===== src/rtl/sync_nmi_pkg.sv =====
package sync_nmi_pkg;

    // Decoded, single-cycle bus commands
    typedef struct packed {
        logic nmi_on;
        logic nmi_off;
        logic vs_start;
        logic vs_end;
    } io_cmd_t;

    localparam io_cmd_t IO_CMD_NONE = '{nmi_on: 1'b0, nmi_off: 1'b0, vs_start: 1'b0, vs_end: 1'b0};

    // Default port numbers
    localparam logic [7:0] DEF_PORT_NMI_ON  = 8'hFE;
    localparam logic [7:0] DEF_PORT_NMI_OFF = 8'hFD;
    localparam logic [7:0] DEF_PORT_KBD     = 8'hFE;
    localparam logic [7:0] DEF_PORT_VS_END  = 8'hFF;

    function automatic logic port_is(input logic [7:0] a, input logic [7:0] p);
        return a == p;
    endfunction

endpackage


===== src/rtl/sync_nmi_line_timer.sv =====
module sync_nmi_line_timer #(
    parameter int LINE_CYCLES = 207,
    parameter int HS_START    = 16,
    parameter int HS_WIDTH    = 15,
    parameter int NMI_WIDTH   = 4
) (
    input  logic clk,
    input  logic rst,
    output logic hsync,
    output logic hs_start,
    output logic nmi_win
);
    localparam int CW = $clog2(LINE_CYCLES);
    typedef logic [CW-1:0] cnt_t;
    localparam cnt_t LAST     = cnt_t'(LINE_CYCLES - 1);
    localparam cnt_t HS_FIRST = cnt_t'(HS_START);
    localparam cnt_t HS_LAST  = cnt_t'(HS_START + HS_WIDTH - 1);
    localparam cnt_t NMI_LAST = cnt_t'(NMI_WIDTH - 1);

    cnt_t pos_q;

    always_ff @(posedge clk) begin
        if (rst)                pos_q <= '0;
        else if (pos_q == LAST) pos_q <= '0;
        else                    pos_q <= pos_q + 1'b1;
    end

    assign hsync    = (pos_q >= HS_FIRST) && (pos_q <= HS_LAST);
    assign hs_start = (pos_q == HS_FIRST);
    assign nmi_win  = (pos_q <= NMI_LAST);

    // Line period wraps at the configured length
    assert_line_wrap_R2: assert property (@(posedge clk) disable iff (rst)
        (pos_q == LAST) |=> (pos_q == '0));

    // Sync pulse ends right after its last position
    assert_hs_end_R3: assert property (@(posedge clk) disable iff (rst)
        $fell(hsync) |-> ($past(pos_q) == HS_LAST));

endmodule


===== src/rtl/sync_nmi_io_decode.sv =====
module sync_nmi_io_decode
    import sync_nmi_pkg::*;
#(
    parameter logic [7:0] PORT_NMI_ON  = DEF_PORT_NMI_ON,
    parameter logic [7:0] PORT_NMI_OFF = DEF_PORT_NMI_OFF,
    parameter logic [7:0] PORT_KBD     = DEF_PORT_KBD,
    parameter logic [7:0] PORT_VS_END  = DEF_PORT_VS_END
) (
    input  logic       clk,
    input  logic       rst,
    input  logic       iorq_n,
    input  logic       wr_n,
    input  logic       rd_n,
    input  logic       m1_n,
    input  logic [7:0] addr,
    output io_cmd_t    cmd
);
    logic wr_stb, rd_stb, wr_q, rd_q, wr_go, rd_go;

    // Acknowledge cycles (m1_n low) are not I/O transfers
    assign wr_stb = !iorq_n && !wr_n && m1_n;
    assign rd_stb = !iorq_n && !rd_n && m1_n;

    always_ff @(posedge clk) begin
        if (rst) begin
            wr_q <= 1'b0;
            rd_q <= 1'b0;
        end else begin
            wr_q <= wr_stb;
            rd_q <= rd_stb;
        end
    end

    assign wr_go = wr_stb && !wr_q;
    assign rd_go = rd_stb && !rd_q;

    always_comb begin
        cmd          = IO_CMD_NONE;
        cmd.nmi_on   = wr_go && port_is(addr, PORT_NMI_ON);
        cmd.nmi_off  = wr_go && port_is(addr, PORT_NMI_OFF);
        cmd.vs_end   = wr_go && port_is(addr, PORT_VS_END);
        cmd.vs_start = rd_go && port_is(addr, PORT_KBD);
    end

    // A held strobe yields a single command
    assert_single_shot_R10: assert property (@(posedge clk) disable iff (rst)
        (cmd.nmi_on || cmd.nmi_off || cmd.vs_end) |=> !(cmd.nmi_on || cmd.nmi_off || cmd.vs_end));

endmodule


===== src/rtl/sync_nmi_ctrl.sv =====
module sync_nmi_ctrl
    import sync_nmi_pkg::*;
#(
    parameter int SCAN_BITS = 3
) (
    input  logic                 clk,
    input  logic                 rst,
    input  io_cmd_t              cmd,
    input  logic                 hs_start,
    output logic                 nmi_en,
    output logic                 vsync,
    output logic [SCAN_BITS-1:0] scan
);
    logic vs_next;

    always_comb begin
        vs_next = vsync;
        if (cmd.vs_end)   vs_next = 1'b0;
        if (cmd.vs_start) vs_next = 1'b1;
    end

    always_ff @(posedge clk) begin
        if (rst) begin
            nmi_en <= 1'b0;
            vsync  <= 1'b0;
            scan   <= '0;
        end else begin
            if (cmd.nmi_on)       nmi_en <= 1'b1;
            else if (cmd.nmi_off) nmi_en <= 1'b0;
            vsync <= vs_next;
            if (vs_next)       scan <= '0;
            else if (hs_start) scan <= scan + 1'b1;
        end
    end

    // Counter only ever steps forward by one outside vertical sync
    assert_scan_step_R8: assert property (@(posedge clk) disable iff (rst)
        (!vsync && (scan != $past(scan))) |-> (scan == SCAN_BITS'($past(scan) + 1'b1)));

    // Counter held at zero during vertical sync
    assert_vs_clear_R9: assert property (@(posedge clk) disable iff (rst)
        vsync |-> (scan == '0));

    // Counter only moves on a sync start or a vertical sync change
    assert_no_spurious_R10: assert property (@(posedge clk) disable iff (rst)
        (!$past(hs_start) && !$past(vs_next)) |-> $stable(scan));

endmodule


===== src/rtl/sync_nmi_gen.sv =====
module sync_nmi_gen
    import sync_nmi_pkg::*;
#(
    parameter int         LINE_CYCLES  = 207,
    parameter int         HS_START     = 16,
    parameter int         HS_WIDTH     = 15,
    parameter int         NMI_WIDTH    = 4,
    parameter int         SCAN_BITS    = 3,
    parameter logic [7:0] PORT_NMI_ON  = DEF_PORT_NMI_ON,
    parameter logic [7:0] PORT_NMI_OFF = DEF_PORT_NMI_OFF,
    parameter logic [7:0] PORT_KBD     = DEF_PORT_KBD,
    parameter logic [7:0] PORT_VS_END  = DEF_PORT_VS_END
) (
    input  logic                 clk,
    input  logic                 rst,
    input  logic                 iorq_n,
    input  logic                 wr_n,
    input  logic                 rd_n,
    input  logic                 m1_n,
    input  logic [7:0]           addr,
    output logic                 hsync,
    output logic                 nmi_n,
    output logic                 csync_n,
    output logic [SCAN_BITS-1:0] scan_line
);
    io_cmd_t cmd;
    logic    hs_start, nmi_win, nmi_en, vsync;

    sync_nmi_line_timer #(
        .LINE_CYCLES(LINE_CYCLES), .HS_START(HS_START),
        .HS_WIDTH(HS_WIDTH), .NMI_WIDTH(NMI_WIDTH)
    ) u_timer (
        .clk(clk), .rst(rst), .hsync(hsync), .hs_start(hs_start), .nmi_win(nmi_win)
    );

    sync_nmi_io_decode #(
        .PORT_NMI_ON(PORT_NMI_ON), .PORT_NMI_OFF(PORT_NMI_OFF),
        .PORT_KBD(PORT_KBD), .PORT_VS_END(PORT_VS_END)
    ) u_dec (
        .clk(clk), .rst(rst), .iorq_n(iorq_n), .wr_n(wr_n), .rd_n(rd_n),
        .m1_n(m1_n), .addr(addr), .cmd(cmd)
    );

    sync_nmi_ctrl #(.SCAN_BITS(SCAN_BITS)) u_ctrl (
        .clk(clk), .rst(rst), .cmd(cmd), .hs_start(hs_start),
        .nmi_en(nmi_en), .vsync(vsync), .scan(scan_line)
    );

    assign nmi_n   = !(nmi_en && !vsync && nmi_win);
    assign csync_n = !(hsync || vsync);

    // NMI request quiet during vertical sync
    assert_nmi_vs_gate_R6: assert property (@(posedge clk) disable iff (rst)
        vsync |-> nmi_n);

    // NMI request quiet while the source is off
    assert_nmi_off_R5: assert property (@(posedge clk) disable iff (rst)
        !nmi_en |-> nmi_n);

    // Composite level low throughout vertical sync
    assert_csync_vs_R6: assert property (@(posedge clk) disable iff (rst)
        vsync |-> !csync_n);

endmodule


===== config.mk =====
export PLATFORM = sky130hd
export DESIGN_NAME = sync_nmi_gen
export DESIGN_NICKNAME = d
export VERILOG_FILES = /design/src/rtl/sync_nmi_pkg.sv /design/src/rtl/sync_nmi_line_timer.sv /design/src/rtl/sync_nmi_io_decode.sv /design/src/rtl/sync_nmi_ctrl.sv /design/src/rtl/sync_nmi_gen.sv
export SDC_FILE = /design/constraint.sdc
export NUM_CORES = 1
export LEC_CHECK = 0
export ABC_AREA = 0
export BUFFER_PORTS_ARGS = -buffer_cell sky130_fd_sc_hd__clkbuf_2
export CORE_MARGIN = 1
export CORE_UTILIZATION = 44
export CTS_CLUSTER_SIZE = 10
export DETAILED_ROUTE_END_ITERATION = 10
export PLACE_DENSITY_LB_ADDON = 0.2
export SYNTH_ARGS = -nofsm -noshare
export SYNTH_HDL_FRONTEND = slang
export SYNTH_SLANG_ARGS = --single-unit
export TNS_END_PERCENT = 100

===== constraint.sdc =====
create_clock -name clk -period 1.3 [get_ports clk]
set_input_delay 0.13 -clock clk [delete_from_list [all_inputs] [get_ports clk]]
set_output_delay 0.13 -clock clk [all_outputs]
set_load 0.02 [all_outputs]

### Word-level counts from Yosys, hierarchy flattened

Index checks and enable logic that the tools add are counted.

| operators by class | value |
|---|---|
| order comparisons | 3 |
| equality and inequality tests | 5 |
| multiplexer cells | 4 |
| add/subtract/negate cells | 2 |
| reduce and logical (&&, ||, !) cells | 25 |

Operators by type and width:

| cell | count |
|---|---|
| $eq 8x8->1 const B | 4 |
| $logic_and 1x1->1 | 13 |
| $add 8x1->8 const B | 1 |
| $eq 8x5->1 const B | 1 |
| $ge 8x5->1 const B | 1 |
| $le 8x2->1 const B | 1 |
| $le 8x5->1 const B | 1 |
| $logic_not 1->1 | 8 |
| $mux 1 | 4 |
| $reduce_or 2->1 | 2 |
| $add 3x1->3 const B | 1 |
| $reduce_bool 2->1 | 1 |
| $logic_or 1x1->1 | 1 |

| word-level totals | value |
|---|---|
| logic and storage cells | 45 |
| bits in registers | 15 |
| output and inout bits | 6 |
| bits of input ports | 14 |

### Longest topological paths before layout

Gate-level depths: netlist (run 1).

| depth | value |
|---|---|
| depth in word-level cells | 8 |
| depth in mapped cells | 5 |
| mapped depth without buffers | 5 |

### Hierarchy

From an unflattened synthesis (run 1), not the netlist that was laid out.

| unflattened totals | value |
|---|---|
| cell total of the unflattened synthesis | 79 |
| area total of the unflattened synthesis | 743.2 µm² |

Modules (own cells, without submodules):

| module | times used | seq. area each (µm²) | cells an instance | area each (µm²) |
|---|---|---|---|---|
| sync_nmi_line_timer | 1 | 160.2 | 44 | 394.1 |
| sync_nmi_ctrl | 1 | 100.1 | 18 | 207.7 |
| sync_nmi_io_decode | 1 | 40.0 | 15 | 130.1 |
| sync_nmi_gen | 1 | 0.0 | 2 | 11.3 |

### Least setup slack after synthesis (run 1)

Ideal clock, no wire load.

| timing path | value |
|---|---|
| kind | reg2out |
| start point | register u_timer.pos_q[3] |
| end point | output port csync_n |
| arrival time | 1.267 ns |
| stages on the path, launching flop included | 5 |
| data required time | 1.170 ns |
| buffers on the path | 1 |
| path slack | -0.097 ns |
| cells stage by stage | dfxtp_1 > and2_1 > clkbuf_1 > a31oi_1 > nor2_1 |

| between the ends | value |
|---|---|
| longest elaborated chain between the ends | 4 |
| elaborated cells between the ends (all ways) | 5 |
| classes of those cells | order compare: 2; reduce/logical: 3 |

RTL lines:

| element | RTL line | RTL |
|---|---|---|
| start, declared | sync_nmi_line_timer.sv:20 | `cnt_t pos_q;` |
| start signal, assigned | sync_nmi_line_timer.sv:25 | `else pos_q <= pos_q + 1'b1;` |
| $ge 8x5->1 or $le 8x5->1 (tied branches) | sync_nmi_line_timer.sv:28 | `assign hsync = (pos_q >= HS_FIRST) && (pos_q <= HS_LAST);` |
| $logic_and 1x1->1 * | sync_nmi_line_timer.sv:28 |  |
| via hsync | sync_nmi_gen.sv:21 | `output logic hsync,` |
| $logic_or 1x1->1 * | sync_nmi_gen.sv:50 | `assign csync_n = !(hsync \|\| vsync);` |
| $logic_not 1->1 * | sync_nmi_gen.sv:50 |  |
| end, declared | sync_nmi_gen.sv:23 | `output logic csync_n,` |

Mark *: on every way through the listed nets, which the timed path passes. The rest lies on a longest branch.

### Final worst setup path (run 1)

| timing path | value |
|---|---|
| start point | register u_timer.pos_q[2] |
| end point | output port csync_n |

| between the ends | value |
|---|---|
| longest elaborated chain between the ends | 4 |
| elaborated cells between the ends (all ways) | 5 |
| classes of those cells | order compare: 2; reduce/logical: 3 |

RTL lines:

| element | RTL line |
|---|---|
| $ge 8x5->1 or $le 8x5->1 (tied branches) | sync_nmi_line_timer.sv:28 |
| $logic_and 1x1->1 * | sync_nmi_line_timer.sv:28 |
| $logic_or 1x1->1 * | sync_nmi_gen.sv:50 |
| $logic_not 1->1 * | sync_nmi_gen.sv:50 |

Mark *: on every way between the ends. The rest lies on a longest branch, timed or not.

==> PnR_summary.wiki, run 1 <==
{| class="wikitable"
! Metric !! Value
|-
| Rel. slew slack || 0.721
|-
| Final HPWL from detailed placement || 1.23 mm
|-
| Clk buf depth || 2
|-
| Routed wire length on met3 || 73 um
|-
| Required time at the endpoint of the critical path || 1.17 ns
|-
| Die footprint || 1850 sq um
|-
| Total leakage power || 0.494 nW
|-
| Post-synthesis cell area || 738 sq um
|-
| Final hold violation count || 0
|-
| Sum of routed wire segments on met1 || 737 um
|-
| Average footprint of a synthesized cell || 9.23 sq um
|-
| Share of layout cells above drive strength 1 || 0.517
|-
| Post-synthesis register bit count || 15
|-
| Die Span X || 43.0 um
|-
| Count of unique library cells instantiated by Yosys || 29
|-
| Yosys Warn Count || 0
|-
| Remaining antenna violation count after routing || 0
|-
| Overflow left after global routing || 0
|-
| Setup Skew || 0.000856 ns
|-
| Post-synthesis mux area share || 0.0271
|-
| Routed vias || 756
|-
| Number of port buffers || 19
|-
| Initial standard-cell utilization of the core || 0.479
|-
| VDD IR max || 0.771 mV
|-
| Number of violations of the max-capacitance limit || 0
|-
| Clock sink total || 15
|-
| Achievable frequency || 678 MHz
|-
| Ratio of routed vias to standard cells || 5.64
|-
| RSZ-0062 raised after global routing || true
|-
| Failing checks || setup timing
|-
| Most used flip-flop cell after synthesis || sky130_fd_sc_hd__dfxtp_1
|-
| Vias in the first global route || 724
|-
| Final net count || 136
|-
| Sequential cell area fraction in the yosys report || 0.407
|-
| Final critical path time including I/O delays and setup || 1.47 ns
|-
| Combinational family with the most area after synthesis || simple AND/OR/NAND/NOR gates
|-
| Number of H-tree branching levels || 1
|-
| 1st-iter DRT viols || 12
|-
| Largest net degree at the start of global routing || 9
|-
| Cell types with the largest area share after synthesis || sky130_fd_sc_hd__dfxtp_1 41%, sky130_fd_sc_hd__xor2_1 7.1%, sky130_fd_sc_hd__nor2_1 6.1%
|-
| Setup TNS Final || -0.790 ns
|-
| Global-route wire length before repair || 3.00 mm
|-
| Wirelength per Cell || 14.4 um
|-
| Die Y-Extent || 43.0 um
|-
| Post-Synth Adder-Cell Area || 0.0508
|-
| First-pass DRT Iterations || 4
|-
| Min setup slack post-route || -0.174 ns
|-
| Topmost layer with routed signal wires || met4
|-
| Setup crit end kind || primary output
|-
| Post-Synthesis Cells || 80
|-
| Simple-Gate Fraction of Synth Area || 0.319
|-
| Startpoint types || flop
|-
| Ports placed on the boundary || 20
|-
| Post-CTS Hold Fix Bufs || 0
|-
| Number of enable-type register cells in the synthesized netlist || 0
|-
| Area inside the core boundary || 1540 sq um
|-
| Clock latency on the worst-skew pair || 0.28 ns
|-
| Synth async-reset ratio || 0
|-
| Number of remaining DRC errors || 0
|-
| Wire length after detailed routing || 1.92 mm
|-
| Clk root buf || sky130_fd_sc_hd__clkbuf_4
|-
| Most area-hungry cell type in the Yosys netlist || sky130_fd_sc_hd__dfxtp_1
|-
| Share of the synthesized netlist area taken by xor and xnor gates || 0.0831
|-
| Minimum hold slack || 0.0121 ns
|-
| Post-Syn Nets || 97
|-
| Total setup violations reported at the end of the flow || 8
|-
| Synth-to-layout area growth || 53.1%
|-
| CTS tree || yes
|-
| Antenna violations before repair || 0
|-
| Final estimated routing congestion in global placement || 0.754
|-
| Tightest Pin Transition || 0.413 ns
|-
| Number of pins exceeding their max-slew limit in the final report || 0
|-
| Wire length on met2 || 1.03 mm
|-
| Clock-pin slew on the worst setup and hold paths || 0.08 ns
|-
| Hold crit path type || in -> reg
|-
| Overall routing resource usage || 0.221
|-
| Standard-cell rows || 14
|-
| Startpoint-to-endpoint class of the critical path || reg -> out
|-
| Status || complete, but fails checks
|-
| Fraction of synthesized cell area taken by the top area cell type || 0.407
|-
| # diodes || 0
|-
| Total power divided by cell area || 779 nW/um^2
|-
| Critical path peak fanout || 4
|-
| Worst EP arrival || 1.34 ns
|-
| Post-synthesis compound-gate area fraction || 0.0780
|-
| Number of clock buffers inserted by TritonCTS || 3
|-
| Final critical-path share of the clock period || 1.13
|}
## timing repair
| item | in CTS | in global routing |
|---|---|---|
| setup endpoints to repair | 8 | 14 |
| buffers inserted | 6 | 2 |
| gates resized for setup | 25 | 8 |
| pin swaps | 8 | 1 |
## logic make-up (layout without fill, tap and decap cells)
logic type,count (synthesis),after routing
AO/OA/AOI/OAI,7,7
XOR/XNOR,7,7
adder cells (fa/ha/maj),3,3
buffers and inverters,7,45
flip-flops,15,15
multiplexers,2,2
AND/OR/NAND/NOR,39,39
## through the flow
step                power, mW  setup WS [ns]  instance area, sq um  instances  utilization
floorplan               0.529        -0.0248                   747         80            -
global placement        0.580        -0.0467                   922        122        0.598
detailed placement      0.584         -0.106                   922        122        0.598
CTS                     0.872         -0.137                  1080        132        0.700
global route            0.926         -0.220                  1130        134        0.733
finish                  0.880         -0.174                  1130        134        0.733
## critical path: stages (launching register included)
cell and delay, ns:
sky130_fd_sc_hd__dfxtp_2 0.34, sky130_fd_sc_hd__buf_6 0.13, sky130_fd_sc_hd__and2_4 0.17, sky130_fd_sc_hd__a31oi_4 0.23
sky130_fd_sc_hd__nor2_2 0.05, sky130_fd_sc_hd__clkbuf_8 0.15
## layout by cell type, fill, tap and decap left out, types with 2 or more instances in the layout
cell type / n
sky130_fd_sc_hd__dfxtp_2: 5
sky130_fd_sc_hd__nand2_1: 4
sky130_fd_sc_hd__nand4_1: 4
sky130_fd_sc_hd__nor2_1: 10
sky130_fd_sc_hd__buf_4: 14
sky130_fd_sc_hd__and3_1: 2
sky130_fd_sc_hd__nor4_4: 3
sky130_fd_sc_hd__mux2i_1: 2
sky130_fd_sc_hd__clkbuf_2: 17
sky130_fd_sc_hd__nor4_2: 2
sky130_fd_sc_hd__ha_1: 2
sky130_fd_sc_hd__nor3_1: 4
sky130_fd_sc_hd__inv_1: 4
sky130_fd_sc_hd__dfxtp_1: 8
sky130_fd_sc_hd__dfxtp_4: 2
sky130_fd_sc_hd__buf_6: 3
sky130_fd_sc_hd__clkbuf_4: 3
sky130_fd_sc_hd__xor2_1: 6
## path summary, 6_finish.rpt
kind	from	to	slack, ns	cells past startpoint
max reg2reg	u_dec.wr_q$_SDFF_PP0_	u_ctrl.nmi_en$_SDFFE_PP0P_	-0.15	5
max	u_timer.pos_q[2]$_SDFF_PP0_	csync_n	-0.17	5
min reg2reg	u_ctrl.nmi_en$_SDFFE_PP0P_	u_ctrl.nmi_en$_SDFFE_PP0P_	0.51	2
min	rd_n	u_dec.rd_q$_SDFF_PP0_	0.01	2
## state kept, by name (all words and copies together), names as in the netlist
name           flops
u_timer.pos_q      8
u_ctrl.scan        3
u_ctrl.nmi_en      1
u_ctrl.vsync       1
u_dec.rd_q         1
u_dec.wr_q         1
## Yosys cell counts, drive strengths merged, types with 2 or more instances
cell type,n
dfxtp,15
nor2,12
xor2,6
inv,5
nor4,5
nand2,4
nand4,4
nor3,4
ha,3
and3,2
clkbuf,2
mux2i,2
o41ai,2
## metal layers
layer / up-vias / track usage
met3: 10 / 0.0468
li1: 364 / -
met1: 355 / 0.227
met4: 0 / 0.145
met2: 27 / 0.397
met5: - / 0
## layout make-up
class / count / area (sq um)
clock buffers: 4 / 26.3
repair buffers: 36 / 253
inverters: 5 / 21.3
multi-input cells: 58 / 495
well taps: 16 / 20.0
flip-flops and latches: 15 / 314
fillers: 108 / 412
## power by group
part | switching, mW | total (mW) | internal, mW
registers | 0.00997 | 0.476 | 0.466
logic | 0.0658 | 0.137 | 0.0715
clock network | 0.147 | 0.266 | 0.119
total | 0.223 | 0.880 | 0.657
Note: power is estimated with default switching activity, not from simulation.
==> inputs of run 2 (changes only) <==
==> constraint.sdc (replaced) <==
create_clock -name clk -period 1.2 [get_ports clk]
set_input_delay 0.12 -clock clk [delete_from_list [all_inputs] [get_ports clk]]
set_output_delay 0.12 -clock clk [all_outputs]
set_load 0.02 [all_outputs]
==> PnR_summary.wiki, run 2 (synthesis results as in run 1) <==
{| class="wikitable"
! Metric !! Value
|-
| Status || complete, but fails checks
|-
| Failing checks || setup timing
|-
| Setup crit end kind || primary output
|-
| Initial standard-cell utilization of the core || 0.479 (unchanged)
|-
| Vias in the first global route || 618 (-15%)
|-
| Die Y-Extent || 43.0 um (unchanged)
|-
| Share of layout cells above drive strength 1 || 0.552 (+0.0348)
|-
| CTS tree || yes
|-
| Final hold violation count || 0 (unchanged)
|-
| RSZ-0062 raised after global routing || true
|-
| Ports placed on the boundary || 20 (unchanged)
|-
| Number of violations of the max-capacitance limit || 0 (unchanged)
|-
| Commonest non-fill, non-tap cells in the layout || 16 x sky130_fd_sc_hd__clkbuf_2, 10 x sky130_fd_sc_hd__buf_4, 8 x sky130_fd_sc_hd__nor2_1, 8 x sky130_fd_sc_hd__dfxtp_1
|-
| Area inside the core boundary || 1540 sq um (unchanged)
|-
| Total setup violations reported at the end of the flow || 9 (+1)
|-
| Global-route wire length before repair || 2.54 mm (-15%)
|-
| Number of clock buffers inserted by TritonCTS || 3 (unchanged)
|-
| Die Span X || 43.0 um (unchanged)
|-
| Startpoint types || flop
|-
| Startpoint-to-endpoint class of the critical path || reg -> out
|-
| Total leakage power || 0.479 nW (-3.1%)
|-
| Achievable frequency || 692 MHz
|-
| Hold crit path type || in -> reg
|-
| Power after layout || 938 uW (+6.6%)
|-
| First-pass DRT Iterations || 4 (unchanged)
|-
| Final HPWL from detailed placement || 1.20 mm (-2.7%)
|-
| Worst EP arrival || 1.33 ns (about the same)
|-
| Clock latency on the worst-skew pair || 0.27 ns (about the same)
|-
| Number of port buffers || 19 (unchanged)
|-
| Number of H-tree branching levels || 1 (unchanged)
|-
| Clk buf depth || 2 (unchanged)
|-
| Synth-to-layout area growth || 55.9%
|-
| 1st-iter DRT viols || 7 (-5)
|-
| Clk root buf || sky130_fd_sc_hd__clkbuf_4
|-
| Total power divided by cell area || 815 nW/um^2 (+4.6%)
|-
| Setup Skew || 0.00400 ns (+0.00314 ns)
|-
| Sequential cell area || 314 sq um (unchanged)
|-
| Clock sink total || 15 (unchanged)
|-
| Filler Cell Count || 115 (+6.5%)
|-
| Ratio of routed vias to standard cells || 5.32 (-5.7%)
|-
| Number of flip-flops in the largest register || 8 (unchanged)
|-
| Final critical-path share of the clock period || 1.20
|-
| Largest registers ranked by flip-flop count || u_timer.pos_q (8), u_ctrl.scan (3)
|-
| Area occupied by multi-input gates || 519 sq um (+4.8%)
|-
| Delay-heaviest family, CP || flip-flops
|-
| Antenna violations before repair || 0 (unchanged)
|-
| Total buffers and inverters traversed by the critical path || 2 (unchanged)
|-
| Commonest non-fill, non-tap cell in the layout || sky130_fd_sc_hd__clkbuf_2
|-
| Routed vias || 702 (-7.1%)
|-
| Required time at the endpoint of the critical path || 1.08 ns (-0.09 ns)
|-
| Worst slack after detailed placement || -0.201 ns (-0.0949 ns)
|-
| Die footprint || 1850 sq um (unchanged)
|-
| Rel. slew slack || 0.749 (+0.0277)
|-
| Final critical path time including I/O delays and setup || 1.45 ns
|-
| Final net count || 134 (-1.5%)
|-
| # diodes || 0 (unchanged)
|-
| Tightest Pin Transition || 0.372 ns (-0.0409 ns)
|-
| Ordered cell list for the critical path || buf_4, and2_4, a31oi_4, nor2_2, clkbuf_8
|-
| Standard-cell rows || 14 (unchanged)
|-
| Remaining antenna violation count after routing || 0 (unchanged)
|-
| Number of pins exceeding their max-slew limit in the final report || 0 (unchanged)
|-
| VDD IR max || 0.665 mV (-14%)
|-
| Critical Path Max Stage Delay || 0.33 ns (about the same)
|-
| Worst-path cell with the longest stage delay || sky130_fd_sc_hd__dfxtp_2
|-
| Critical path peak fanout || 6 (+2)
|-
| Wirelength per Cell || 12.8 um (-11%)
|-
| Min setup slack post-route || -0.245 ns (-0.0712 ns)
|-
| Setup TNS Final || -1.43 ns (-0.638 ns)
|-
| Clock-pin slew on the worst setup and hold paths || 0.08 ns (about the same)
|-
| Final estimated routing congestion in global placement || 0.786 (+4.3%)
|-
| Overall routing resource usage || 0.184 (-0.0374)
|-
| Number of remaining DRC errors || 0 (unchanged)
|-
| Overflow left after global routing || 0 (unchanged)
|-
| Wire length after detailed routing || 1.68 mm (-12%)
|-
| Largest net degree at the start of global routing || 9 (unchanged)
|-
| Register containing the most flip-flops in the final layout || u_timer.pos_q
|}
## run 2: final cells by class
cell class	count	area share
Tap cell	16	0.0174
Sequential cell	15	0.273
Clock buffer	4	0.0228
Multi-Input combinational cell	58	0.451
Timing Repair Buffer	34	0.220
Inverter	5	0.0163
## run 2: what timing repair did
action                                 in CTS  in global routing
setup endpoints to repair                  16                 16
setup buffers                               0                  2
pin swaps                                   4                 13
gates resized for setup                    22                 18
hold buffers                                0                  1
endpoints found under the hold margin       0                  1
## run 2: path summary, 6_finish.rpt
kind | startpoint | to | slack, ns | cells past startpoint
max | u_timer.pos_q[3]$_SDFF_PP0_ | csync_n | -0.25 | 5
min | wr_n | u_dec.wr_q$_SDFF_PP0_ | 0.12 | 3
max reg2reg | u_dec.wr_q$_SDFF_PP0_ | u_ctrl.scan[0]$_SDFFE_PP0P_ | -0.20 | 5
min reg2reg | u_ctrl.nmi_en$_SDFFE_PP0P_ | u_ctrl.nmi_en$_SDFFE_PP0P_ | 0.49 | 2
## run 2: worst reg2reg max path: stages, from the launching register on
cell and delay [ns]:
sky130_fd_sc_hd__dfxtp_1 0.30, sky130_fd_sc_hd__or4b_4 0.51, sky130_fd_sc_hd__nor4_4 0.16, sky130_fd_sc_hd__o2bb2ai_2 0.11, sky130_fd_sc_hd__buf_4 0.14, sky130_fd_sc_hd__nor3_1 0.11
## run 2: metrics by stage
step                      hold WS [ns]  std cells  utilization  cell area [sq um]
after floorplan                  0.197         80            -                748
after global placement           0.302        125        0.614                946
after detailed placement         0.301        125        0.614                946
after CTS                      0.00599        129        0.682               1050
after global routing             0.111        132        0.747               1150
final                            0.116        132        0.747               1150
## run 2: metal layers
| layer | track usage | part of all wire | up-vias | routed length [um] |
|---|---|---|---|---|
| met5 | 0 | 0 | - | 0 |
| met4 | 0.0727 | 0.0077 | 0 | 13 |
| met3 | 0.0426 | 0.047 | 2 | 79 |
| met2 | 0.312 | 0.51 | 20 | 861 |
| met1 | 0.223 | 0.43 | 325 | 728 |
| li1 | - | - | 355 | - |
## run 2: report_power, final
part,internal (mW),switching [mW],leakage [nW]
logic,0.0833,0.0673,0.339
clock network,0.129,0.142,0.0150
registers,0.506,0.0102,0.125
==> inputs of run 3 (changes only) <==
--- a/config.mk
+++ b/config.mk
@@ -12,7 +12,8 @@
 export CTS_CLUSTER_SIZE = 10
 export DETAILED_ROUTE_END_ITERATION = 10
 export PLACE_DENSITY_LB_ADDON = 0.2
+export SLEW_MARGIN = 20
 export SYNTH_ARGS = -nofsm -noshare
 export SYNTH_HDL_FRONTEND = slang
 export SYNTH_SLANG_ARGS = --single-unit
-export TNS_END_PERCENT = 100
+export TNS_END_PERCENT = 30
==> constraint.sdc (replaced) <==
create_clock -name clk -period 1.2 [get_ports clk]
set_input_delay 0.12 -clock clk [delete_from_list [all_inputs] [get_ports clk]]
set_output_delay 0.12 -clock clk [all_outputs]
set_load 0.05 [all_outputs]
==> PnR_summary.wiki, run 3 (synthesis results as in run 1) <==
{| class="wikitable"
! Metric !! Value
|-
| Status || complete, but fails checks
|-
| Failing checks || setup timing
|-
| Ports placed on the boundary || 20 (unchanged)
|-
| Final hold violation count || 0 (unchanged)
|-
| Total leakage power || 0.500 nW (+4.5%)
|-
| Wire length on met2 || 961 um (+12%)
|-
| Final net count || 137 (+2.2%)
|-
| Clk buf depth || 2 (unchanged)
|-
| RSZ-0062 raised after global routing || true
|-
| Topmost layer with routed signal wires || met4
|-
| Overflow left after global routing || 0 (unchanged)
|-
| Number of violations of the max-capacitance limit || 0 (unchanged)
|-
| Standard-cell rows || 14 (unchanged)
|-
| Die Y-Extent || 43.0 um (unchanged)
|-
| Combinational share of power || 0.146 (-0.015)
|-
| Largest net degree at the start of global routing || 10 (+1)
|-
| Final critical path time including I/O delays and setup || 1.46 ns (+0.0130 ns)
|-
| Critical path peak fanout || 3 (-3)
|-
| Internal power || 705 uW (-1.9%)
|-
| Synth-to-layout area growth || 57.5%
|-
| Minimum hold slack || 0.108 ns (-0.00782 ns)
|-
| Rel. slew slack || 0.647 (-0.102)
|-
| Filler Cell Count || 111 (-3.5%)
|-
| Worst EP arrival || 1.34 ns (about the same)
|-
| Register-to-register setup slack || -0.23 ns (-0.03 ns)
|-
| Required time at the endpoint of the critical path || 1.08 ns (about the same)
|-
| 1st-iter DRT viols || 9 (+2)
|-
| Startpoint-to-endpoint class of the critical path || reg -> out
|-
| VDD IR max || 0.600 mV (-9.9%)
|-
| Cells on worst reg2reg path || 4 (-1)
|-
| Hold crit path type || in -> reg
|-
| Startpoint of the worst hold path || addr[1]
|-
| Global-route wire length before repair || 3.02 mm (+19%)
|-
| Clock latency on the worst-skew pair || 0.29 ns (+0.02 ns)
|-
| Setup Skew || 0.00404 ns (+0.0000385 ns)
|-
| Worst slack after detailed placement || -0.218 ns (-0.0172 ns)
|-
| Initial standard-cell utilization of the core || 0.479 (unchanged)
|-
| Clock sink total || 15 (unchanged)
|-
| Startpoint types || flop
|-
| Register containing the most flip-flops in the final layout || u_timer.pos_q
|-
| Overall routing resource usage || 0.222 (+0.0377)
|-
| Ratio of routed vias to standard cells || 5.40 (+1.5%)
|-
| Sum of routed wire segments on met1 || 802 um (+10%)
|-
| Number of flip-flops in the largest register || 8 (unchanged)
|-
| Die Span X || 43.0 um (unchanged)
|-
| Total setup violations reported at the end of the flow || 16 (+7)
|-
| Routed wire length on met3 || 77 um (-2.5%)
|-
| Min setup slack post-route || -0.258 ns (-0.0130 ns)
|-
| Number of pins exceeding their max-slew limit in the final report || 0 (unchanged)
|-
| Wire length after detailed routing || 1.87 mm (+11%)
|-
| # diodes || 0 (unchanged)
|-
| Commonest non-fill, non-tap cells in the layout || 16 x sky130_fd_sc_hd__clkbuf_2, 14 x sky130_fd_sc_hd__buf_4, 9 x sky130_fd_sc_hd__dfxtp_1
|-
| Final critical-path share of the clock period || 1.22 (+0.0108)
|-
| Number of clock buffers inserted by TritonCTS || 3 (unchanged)
|-
| Achievable frequency || 686 MHz (-0.89%)
|-
| Tightest Pin Transition || 0.522 ns (+0.151 ns)
|-
| CTS tree || yes
|-
| Antenna violations before repair || 0 (unchanged)
|-
| Die footprint || 1850 sq um (unchanged)
|-
| First-pass DRT Iterations || 2 (-2)
|-
| Sequential fraction of design power || 0.544 (-0.007)
|-
| Final Non-Filler Cells || 135 (+2.3%)
|-
| Power share of the clock group || 0.310 (+0.021)
|-
| Total power divided by cell area || 817 nW/um^2 (+0.23%)
|-
| Largest registers ranked by flip-flop count || u_timer.pos_q (8), u_ctrl.scan (3)
|-
| Clock-pin slew on the worst setup and hold paths || 0.09 ns (about the same)
|-
| Commonest non-fill, non-tap cell in the layout || sky130_fd_sc_hd__clkbuf_2
|-
| Remaining antenna violation count after routing || 0 (unchanged)
|-
| Final estimated routing congestion in global placement || 0.771 (-1.8%)
|-
| R2r startpoint || u_dec.wr_q$_SDFF_PP0_
|-
| Vias in the first global route || 692 (+12%)
|-
| Setup crit end kind || primary output
|-
| Capture point of the worst reg-to-reg path || u_ctrl.scan[2]$_SDFFE_PP0P_
|-
| Wirelength per Cell || 13.8 um (+8.5%)
|-
| Number of H-tree branching levels || 1 (unchanged)
|-
| Routed vias || 729 (+3.8%)
|-
| Number of port buffers || 19 (unchanged)
|-
| Clk root buf || sky130_fd_sc_hd__clkbuf_4
|-
| Final HPWL from detailed placement || 1.32 mm (+11%)
|-
| Share of layout cells above drive strength 1 || 0.563 (+0.0113)
|-
| DP Cell Count || 126 (+0.80%)
|-
| Hold endpoint || u_ctrl.nmi_en$_SDFFE_PP0P_
|-
| Min-Delay Path Depth || 3 (unchanged)
|-
| Number of remaining DRC errors || 0 (unchanged)
|-
| Switching power of the nets || 244 uW (+11%)
|-
| Switching share of power || 0.257 (+0.0234)
|-
| Area inside the core boundary || 1540 sq um (unchanged)
|}
run 3: cell types whose count changed in the layout (fill, tap and decap cells not counted), sizes merged:
cell | previous run | this run
buf | 15 | 18
clkbuf | 22 | 20
clkinv | 0 | 1
dlygate4sd3 | 1 | 2
run 3: power by group through the flow:
stage | sequential, mW | combinational (mW) | clock [mW]
floorplan | 0.533 | 0.0457 | 0
global placement | 0.527 | 0.102 | 0
detailed placement | 0.528 | 0.105 | 0
CTS | 0.517 | 0.125 | 0.299
global route | 0.517 | 0.149 | 0.340
finish | 0.516 | 0.139 | 0.294
run 3: metal layers:
metal  global-route usage  vias to the layer above
met3               0.0638                        4
li1                     -                      362
met4               0.0727                        0
met1                0.259                      345
met2                0.385                       18
met5                    0                        -
run 3: final cells by class:
type | instances | area [sq um] | area share
inverter | 5 | 18.8 | 0.0161
tap | 16 | 20.0 | 0.0172
multi-input combinational | 58 | 514 | 0.442
sequential | 15 | 310 | 0.267
clock buffer | 3 | 22.5 | 0.0194
clock inverter | 1 | 5.00 | 0.00431
timing repair buffer | 37 | 272 | 0.234
run 3: how the worst max path moves through the flow:
stage	slack (ns)	from	cells past startpoint	endpoint
final	-0.26	u_timer.pos_q[1]$_SDFF_PP0_	5	csync_n
after detailed placement	-0.22	u_dec.wr_q$_SDFF_PP0_	4	u_ctrl.scan[2]$_SDFFE_PP0P_
after floorplan	-0.12	u_dec.wr_q$_SDFF_PP0_	4	u_ctrl.scan[2]$_SDFFE_PP0P_
after CTS	-0.27	u_timer.pos_q[2]$_SDFF_PP0_	4	hsync
after global placement	-0.16	u_dec.wr_q$_SDFF_PP0_	4	u_ctrl.scan[2]$_SDFFE_PP0P_
after global routing	-0.31	u_timer.pos_q[6]$_SDFF_PP0_	5	csync_n
run 3: per-stage QoR:
step	TNS, ns	total power, mW	utilization	instance area (sq um)
after floorplan	-0.462	0.578	-	767
after global placement	-0.848	0.629	0.628	968
after detailed placement	-1.29	0.633	0.628	968
after CTS	-1.57	0.941	0.713	1100
after global routing	-3.01	1.01	0.754	1160
final	-2.08	0.949	0.754	1160
run 3: worst max-delay path, stage by stage, from the launching register on:
cell,delay (ns)
sky130_fd_sc_hd__dfxtp_2,0.37
sky130_fd_sc_hd__ha_2,0.19
sky130_fd_sc_hd__inv_2,0.05
sky130_fd_sc_hd__a31oi_4,0.24
sky130_fd_sc_hd__nor2_4,0.05
sky130_fd_sc_hd__buf_8,0.15
run 3: what timing repair did:
action,4_1_cts,5_1_grt
hold buffers,2,0
buffers inserted,2,1
gates resized for setup,18,15
pin swaps,11,5
setup endpoints to repair,16,16
endpoints found under the hold margin,2,0
